**src/rtl/i2c_tgt_pkg.sv**
```systemverilog
package i2c_tgt_pkg;
  typedef enum logic [2:0] {
    ST_IDLE, ST_ADDR, ST_HOLD_A, ST_ACK_A, ST_TX, ST_ACK_W, ST_HOLD_D, ST_DONE
  } tx_state_e;

  localparam int unsigned FLG_TBE   = 0;
  localparam int unsigned FLG_BEND  = 1;
  localparam int unsigned FLG_NACK  = 2;
  localparam int unsigned FLG_START = 3;
  localparam int unsigned FLG_STOP  = 4;
  localparam int unsigned NUM_FLG   = 5;
endpackage

```
**src/rtl/i2c_tgt_sync.sv**
```systemverilog
module i2c_tgt_sync #(
  parameter int unsigned STAGES = 2
) (
  input  logic clk_i,
  input  logic rst_ni,
  input  logic scl_i,
  input  logic sda_i,
  output logic scl_o,
  output logic scl_rise_o,
  output logic scl_fall_o,
  output logic sda_o,
  output logic start_o,
  output logic stop_o
);
  logic [1:0] raw, lvl, prev_q;

  assign raw = {sda_i, scl_i};

  for (genvar g = 0; g < 2; g++) begin : g_line
    logic [STAGES-1:0] chain_q;
    always_ff @(posedge clk_i or negedge rst_ni) begin
      if (!rst_ni) chain_q <= '1;
      else         chain_q <= {chain_q[STAGES-2:0], raw[g]};
    end
    assign lvl[g] = chain_q[STAGES-1];
  end

  always_ff @(posedge clk_i or negedge rst_ni) begin
    if (!rst_ni) prev_q <= 2'b11;
    else         prev_q <= lvl;
  end

  assign scl_o      = lvl[0];
  assign sda_o      = lvl[1];
  assign scl_rise_o = lvl[0] & ~prev_q[0];
  assign scl_fall_o = ~lvl[0] & prev_q[0];
  // SDA edge with SCL high on both samples
  assign start_o    = lvl[0] & prev_q[0] & prev_q[1] & ~lvl[1];
  assign stop_o     = lvl[0] & prev_q[0] & ~prev_q[1] & lvl[1];
endmodule

```
**src/rtl/i2c_tgt_flags.sv**
```systemverilog
module i2c_tgt_flags #(
  parameter int unsigned N = 5
) (
  input  logic         clk_i,
  input  logic         rst_ni,
  input  logic [N-1:0] set_i,
  input  logic [N-1:0] clr_i,
  output logic [N-1:0] q_o
);
  for (genvar g = 0; g < N; g++) begin : g_flag
    always_ff @(posedge clk_i or negedge rst_ni) begin
      if (!rst_ni)       q_o[g] <= 1'b0;
      else if (set_i[g]) q_o[g] <= 1'b1;
      else if (clr_i[g]) q_o[g] <= 1'b0;
    end


    flag_hold_chk: assert property (@(posedge clk_i) disable iff (!rst_ni)
      (q_o[g] && !clr_i[g]) |=> q_o[g]);
  end
endmodule

```
**src/rtl/i2c_tgt_tx.sv**
```systemverilog
module i2c_tgt_tx
  import i2c_tgt_pkg::*;
#(
  parameter int unsigned ADDR_W      = 7,
  parameter int unsigned SYNC_STAGES = 2,
  localparam int unsigned DATA_W     = ADDR_W + 1
) (
  input  logic              clk_i,
  input  logic              rst_ni,
  input  logic              scl_i,
  input  logic              sda_i,
  output logic              scl_oe_o,
  output logic              sda_oe_o,
  input  logic [ADDR_W-1:0] own_addr_i,
  input  logic              txd_wr_i,
  input  logic [DATA_W-1:0] txd_i,
  input  logic [3:0]        clr_i,
  output logic              tbe_o,
  output logic              byte_end_o,
  output logic              nack_o,
  output logic              start_o,
  output logic              stop_o,
  output logic              busy_o,
  output logic              dir_o
);
  localparam int unsigned CNT_W = $clog2(DATA_W + 1);

  logic scl_s, sda_s, scl_rise, scl_fall, start_det, stop_det;

  i2c_tgt_sync #(.STAGES(SYNC_STAGES)) sync_i (
    .clk_i, .rst_ni, .scl_i, .sda_i,
    .scl_o(scl_s), .scl_rise_o(scl_rise), .scl_fall_o(scl_fall),
    .sda_o(sda_s), .start_o(start_det), .stop_o(stop_det)
  );

  tx_state_e         state_q, state_d;
  logic [CNT_W-1:0]  cnt_q, cnt_d;
  logic [DATA_W-1:0] sh_q, sh_d, txd_q, txd_d;
  logic              full_q, full_d, ack_q, ack_d, busy_q, busy_d, dir_q, dir_d;
  logic [NUM_FLG-1:0] flg_set, flg_clr, flg_q;
  logic              load_ok;

  assign load_ok = full_q & ~txd_wr_i;

  always_comb begin
    state_d = state_q;
    cnt_d   = cnt_q;
    sh_d    = sh_q;
    txd_d   = txd_q;
    full_d  = full_q;
    ack_d   = ack_q;
    busy_d  = busy_q;
    dir_d   = dir_q;
    flg_set = '0;

    if (stop_det) begin
      flg_set[FLG_STOP] = busy_q;
      busy_d  = 1'b0;
      state_d = ST_IDLE;
    end else if (start_det) begin
      flg_set[FLG_START] = 1'b1;
      busy_d  = 1'b1;
      state_d = ST_ADDR;
      cnt_d   = '0;
    end else begin
      unique case (state_q)
        ST_ADDR: begin
          if (scl_rise && cnt_q != CNT_W'(DATA_W)) begin
            sh_d  = {sh_q[DATA_W-2:0], sda_s};
            cnt_d = cnt_q + 1'b1;
          end
          if (scl_fall && cnt_q == CNT_W'(DATA_W)) begin
            state_d = ST_IDLE;
            if (sh_q[DATA_W-1:1] == own_addr_i) begin
              dir_d = sh_q[0];
              if (sh_q[0]) begin
                flg_set[FLG_TBE] = 1'b1;
                full_d  = 1'b0;       // stale byte discarded
                state_d = ST_HOLD_A;
              end
            end
          end
        end
        ST_HOLD_A: if (load_ok) begin
          sh_d    = txd_q;
          full_d  = 1'b0;
          flg_set[FLG_TBE] = 1'b1;
          state_d = ST_ACK_A;
        end
        ST_ACK_A: if (scl_fall) begin
          state_d = ST_TX;
          cnt_d   = '0;
        end
        ST_TX: if (scl_fall) begin
          if (cnt_q == CNT_W'(DATA_W - 1)) state_d = ST_ACK_W;
          else begin
            sh_d  = {sh_q[DATA_W-2:0], 1'b1};
            cnt_d = cnt_q + 1'b1;
          end
        end
        ST_ACK_W: begin
          if (scl_rise) ack_d = ~sda_s;
          if (scl_fall) begin
            if (!ack_q) begin
              flg_set[FLG_NACK] = 1'b1;
              state_d = ST_DONE;
            end else begin
              flg_set[FLG_BEND] = 1'b1;
              if (load_ok) begin
                sh_d    = txd_q;
                full_d  = 1'b0;
                flg_set[FLG_TBE] = 1'b1;
                state_d = ST_TX;
                cnt_d   = '0;
              end else state_d = ST_HOLD_D;
            end
          end
        end
        ST_HOLD_D: if (load_ok) begin
          sh_d    = txd_q;
          full_d  = 1'b0;
          flg_set[FLG_TBE] = 1'b1;
          state_d = ST_TX;
          cnt_d   = '0;
        end
        default: ;
      endcase
    end

    if (txd_wr_i) begin
      txd_d  = txd_i;
      full_d = 1'b1;
    end
  end

  always_ff @(posedge clk_i or negedge rst_ni) begin
    if (!rst_ni) begin
      state_q <= ST_IDLE;
      cnt_q   <= '0;
      sh_q    <= '1;
      txd_q   <= '0;
      full_q  <= 1'b0;
      ack_q   <= 1'b0;
      busy_q  <= 1'b0;
      dir_q   <= 1'b0;
    end else begin
      state_q <= state_d;
      cnt_q   <= cnt_d;
      sh_q    <= sh_d;
      txd_q   <= txd_d;
      full_q  <= full_d;
      ack_q   <= ack_d;
      busy_q  <= busy_d;
      dir_q   <= dir_d;
    end
  end

  assign flg_clr = {clr_i[3], clr_i[2], clr_i[1], clr_i[0], txd_wr_i};

  i2c_tgt_flags #(.N(NUM_FLG)) flags_i (
    .clk_i, .rst_ni, .set_i(flg_set), .clr_i(flg_clr), .q_o(flg_q)
  );

  assign scl_oe_o   = (state_q == ST_HOLD_A) || (state_q == ST_HOLD_D);
  assign sda_oe_o   = (state_q == ST_ACK_A) || ((state_q == ST_TX) && !sh_q[DATA_W-1]);
  assign tbe_o      = flg_q[FLG_TBE];
  assign byte_end_o = flg_q[FLG_BEND];
  assign nack_o     = flg_q[FLG_NACK];
  assign start_o    = flg_q[FLG_START];
  assign stop_o     = flg_q[FLG_STOP];
  assign busy_o     = busy_q;
  assign dir_o      = dir_q;


  sda_stable_chk: assert property (@(posedge clk_i) disable iff (!rst_ni)
    (scl_s && $past(scl_s)) |-> $stable(sda_oe_o));


  stretch_in_xfer_chk: assert property (@(posedge clk_i) disable iff (!rst_ni)
    scl_oe_o |-> busy_o);


  start_busy_chk: assert property (@(posedge clk_i) disable iff (!rst_ni)
    $rose(start_o) |-> busy_o);


  stop_idle_chk: assert property (@(posedge clk_i) disable iff (!rst_ni)
    $rose(stop_o) |-> !busy_o);


  nack_release_chk: assert property (@(posedge clk_i) disable iff (!rst_ni)
    $rose(nack_o) |-> (!sda_oe_o && !scl_oe_o));
endmodule

```
**config.mk**
```make
export PLATFORM = sky130hd
export DESIGN_NAME = i2c_tgt_tx
export DESIGN_NICKNAME = d
export VERILOG_FILES = /design/src/rtl/i2c_tgt_pkg.sv /design/src/rtl/i2c_tgt_sync.sv /design/src/rtl/i2c_tgt_flags.sv /design/src/rtl/i2c_tgt_tx.sv
export SDC_FILE = /design/constraint.sdc
export NUM_CORES = 1
export LEC_CHECK = 0
export ABC_AREA = 1
export BUFFER_PORTS_ARGS = -buffer_cell sky130_fd_sc_hd__buf_2
export CORE_MARGIN = 4
export CORE_UTILIZATION = 27
export CTS_BUF_LIST = sky130_fd_sc_hd__clkbuf_8 sky130_fd_sc_hd__clkbuf_16
export DETAILED_ROUTE_END_ITERATION = 10
export HOLD_SLACK_MARGIN = 0.06
export PLACE_DENSITY = 0.53
export SKIP_LAST_GASP = 1
export SYNTH_ARGS = -nofsm -noshare
export SYNTH_HDL_FRONTEND = slang
export SYNTH_SLANG_ARGS = --single-unit
```
**constraint.sdc**
```tcl
create_clock -name clk_i -period 2 [get_ports clk_i]
set_input_delay 0.4 -clock clk_i [delete_from_list [all_inputs] [get_ports clk_i]]
set_output_delay 0.4 -clock clk_i [all_outputs]
set_load 0.05 [all_outputs]
```
==> results.md <==
* Initial antenna violation count at 0
* Final #Nets at 369
* First-pass detailed-route iteration total at 4
* FF-to-FF path depth at 9
* Most used DFF post-synth: dfrtp_1
* Distinct cells, synth at 30
* Iteration-0 DRC Markers at 72
* Unrepaired setup endpoints after global routing: false
* Worst-Margin Slew at 0.481 ns
* Core ar. at 7810 um^2
* Leakage power at 0.00138 uW
* Most numerous cell in the Yosys netlist: nand2_1
* Clock Skew at 0.00687 ns
* Die Y at 98.3 um
* Worst slack at placement at 0.273 ns
* CTS H-tree depth at 2
* Fin crit share at 0.931
* Vias in the first global route at 1,947
* Clk buf depth at 2
* Syn. warnings at 0
* Min Clock Period, post-route at 1.86 ns
* WL/cell at 11.6 um
* Synth area leader: dfrtp_1
* Largest net degree at the start of global routing at 39
* Hold Vio Cnt, Final at 0
* Most Used Layer, Global Route: met2
* Port bufs at 32
* Die X at 98.3 um
* Max Fclk at 0.537 GHz
* Post-route ant nets at 0
* Internal power at 1690 uW
* Post-synthesis sequential area ratio at 0.440
* Skew-Pair Late Insertion Delay at 0.29 ns
* CP Max Fanout at 8
* Min-Delay Path Class: in2async
* CP Class: reg2out
* Total number of vias at 1,922
* Number of remaining DRC errors at 0
* Avg Inst Size Synth at 7.24 um^2
* Critical path's slowest cell: dfrtp_1
* GRT met1 Usage at 0.150
* Post-synthesis cell area at 2200 um^2
* CTS tree: built
* I/O pin cnt at 33
* Worst vdd ir at 330 uV
* CP required at 1.60 ns
* Synth cell count leaders: nand2_1 (111), inv_1 (42), dfrtp_1 (24)
* Top cell type's share of synthesized area at 0.273
* Overall power at 2440 uW
* Clk root buf: clkbuf_8
* First-pass GRT wire length at 8.98 mm
* Max-cap violations at 0
* Worst EP arrival at 1.46 ns
* Share of cells above drive strength 1 at 0.235
* GR Util met3 at 0.0221
* DP Wirelength at 4.02 mm
* Die ar. at 9660 um^2
* Global Route met2 Usage at 0.179
* GP Congestion at 0.840
* Max incr delay on CP at 0.46 ns
* Vias/cell at 4.31
* Fraction of registers with async set/reset at 1.00
* Mapped Cells at 304
* Register share of total power at 0.433
* Setup WS post-layout at 0.137 ns
* Number of enable flip-flop cells after synthesis at 0
* Post-CTS setup buffers at 0
* Comb pwr share at 0.232
* Area contributors post-synth: dfrtp_1 (27%), nand2_1 (19%), dfstp_2 (17%)
* Net Switching at 744 uW
* CP Launch Type: flip-flop
* Clk sinks at 38
* Clk network pwr share at 0.335
* Sw Share at 0.305
* Initial core utilization at 0.282
* Layout Utilization at 0.339
* Total negative slack at 0 ns
* CP Cell Sequence: inv_1, nand3_2, o21ai_1, clkbuf_4
* Ant diodes at 0
* Total global routing overflow at 0
* Post-synth net total at 330
* CTS buffer count at 5
* Max-slew violation count at 0
* Clk slew on worst S/H paths at 0.08 ns
* CP endpoint kind: output pin
* Slew HR at 0.679
* Outcome: completed
* Total GRT Usage at 0.112
* Area growth syn-to-layout at 20.2%
* Total Routed Length at 5.18 mm
* Rows at 32
* Final setup viols at 0
* Synthesis-stage register bit count at 38
* Power per cell area at 922 nW/um^2
-- worst paths after layout --
| path | end | startpoint | slack, ns |
|---|---|---|---|
| worst min register to register | sync_i.g_line[0].chain_q[1] | sync_i.g_line[0].chain_q[0] | 0.36 |
| worst min-delay path | busy_o | rst_ni | 0.15 |
| max in group asynchronous | sh_q[1] | rst_ni | 1.49 |
| worst max register to register | sh_q[3] | sync_i.g_line[0].chain_q[1] | 0.26 |
| min in group clk_i | sync_i.g_line[1].chain_q[0] | sda_i | 0.21 |
| worst max-delay path | sda_oe_o | state_q[1] | 0.14 |
-- state kept, by name, indices dropped and copies added, names as in the netlist --
name	flops
sh_q	8
txd_q	8
flags_i.q_o	5
cnt_q	4
sync_i.g_line.chain_q	4
state_q	3
sync_i.prev_q	2
ack_q	1
busy_o	1
dir_o	1
full_q	1
-- area by class of cell --
| cell class | instances | area [um^2] |
|---|---|---|
| Fill cell | 868 | 5160 |
| Multi-Input combinational cell | 218 | 1050 |
| Sequential cell | 38 | 968 |
| Timing Repair Buffer | 35 | 185 |
| Inverter | 45 | 169 |
| Tap cell | 102 | 128 |
| Clock buffer | 6 | 82.6 |
| Clock inverter | 2 | 60.1 |
-- routing by layer --
layer,wire length (um),part of all wire
met2,2400,0.46
met4,73,0.014
met1,2570,0.50
met5,0,0
met3,132,0.026
-- through the flow --
stage | std cells | hold slack (ns) | area, um^2
finish | 446 | 0.148 | 2650
floorplan | 304 | 0.104 | 2200
global route | 446 | 0.189 | 2650
CTS | 446 | 0.171 | 2630
global placement | 438 | 0.347 | 2490
detailed placement | 438 | 0.348 | 2490
-- cell usage in the layout (no fill, tap or decap), types with 2 or more instances in the layout --
cell | Yosys | routed
nand2_1 | 111 | 111
inv_1 | 42 | 42
buf_2 | 1 | 31
dfrtp_1 | 24 | 24
nor2_1 | 23 | 23
nand3_1 | 21 | 19
o21ai_0 | 17 | 16
dfstp_2 | 14 | 14
o21ai_2 | 8 | 8
clkbuf_8 | 0 | 6
a21oi_1 | 5 | 5
nor2_2 | 4 | 4
o22ai_1 | 4 | 4
nor3_1 | 4 | 4
inv_2 | 3 | 3
nand2_2 | 3 | 3
xnor2_1 | 3 | 3
buf_4 | 0 | 3
nand3_2 | 0 | 2
o21ai_1 | 1 | 2
nand4_1 | 2 | 2
xor2_1 | 2 | 2
ha_1 | 2 | 2
bufinv_16 | 0 | 2
-- kinds of logic after synthesis --
family	count (synthesis)	synth area share
AO/OA/AOI/OAI	38	0.107
AND/OR/NAND/NOR	173	0.336
XOR/XNOR	5	0.0199
buffers and inverters	48	0.0858
adder cells (fa/ha/maj)	2	0.0114
flip-flops	38	0.440
-- power groups by stage --
stage          logic (uW)  clock network, uW  registers, uW
2_1_floorplan         424                  0           1060
6_report              566                817           1060
3_5_place_dp          575                  0           1070
4_1_cts               578                838           1060
3_3_place_gp          559                  0           1070
5_1_grt               657                875           1070
-- critical path: cells and delay by family (launching register included) --
family | cells | cell delay (ns)
AO/OA/AOI/OAI | 1 | 0.16
buffers and inverters | 2 | 0.38
flip-flops | 1 | 0.46
AND/OR/NAND/NOR | 1 | 0.17
-- timing repair --
item | CTS | global route
setup endpoints to repair | 0 | 1
hold buffers | 0 | 0
resized for setup | 0 | 3
hold endpoints to repair | 0 | 0
Note: power is estimated with default switching activity, not from simulation.
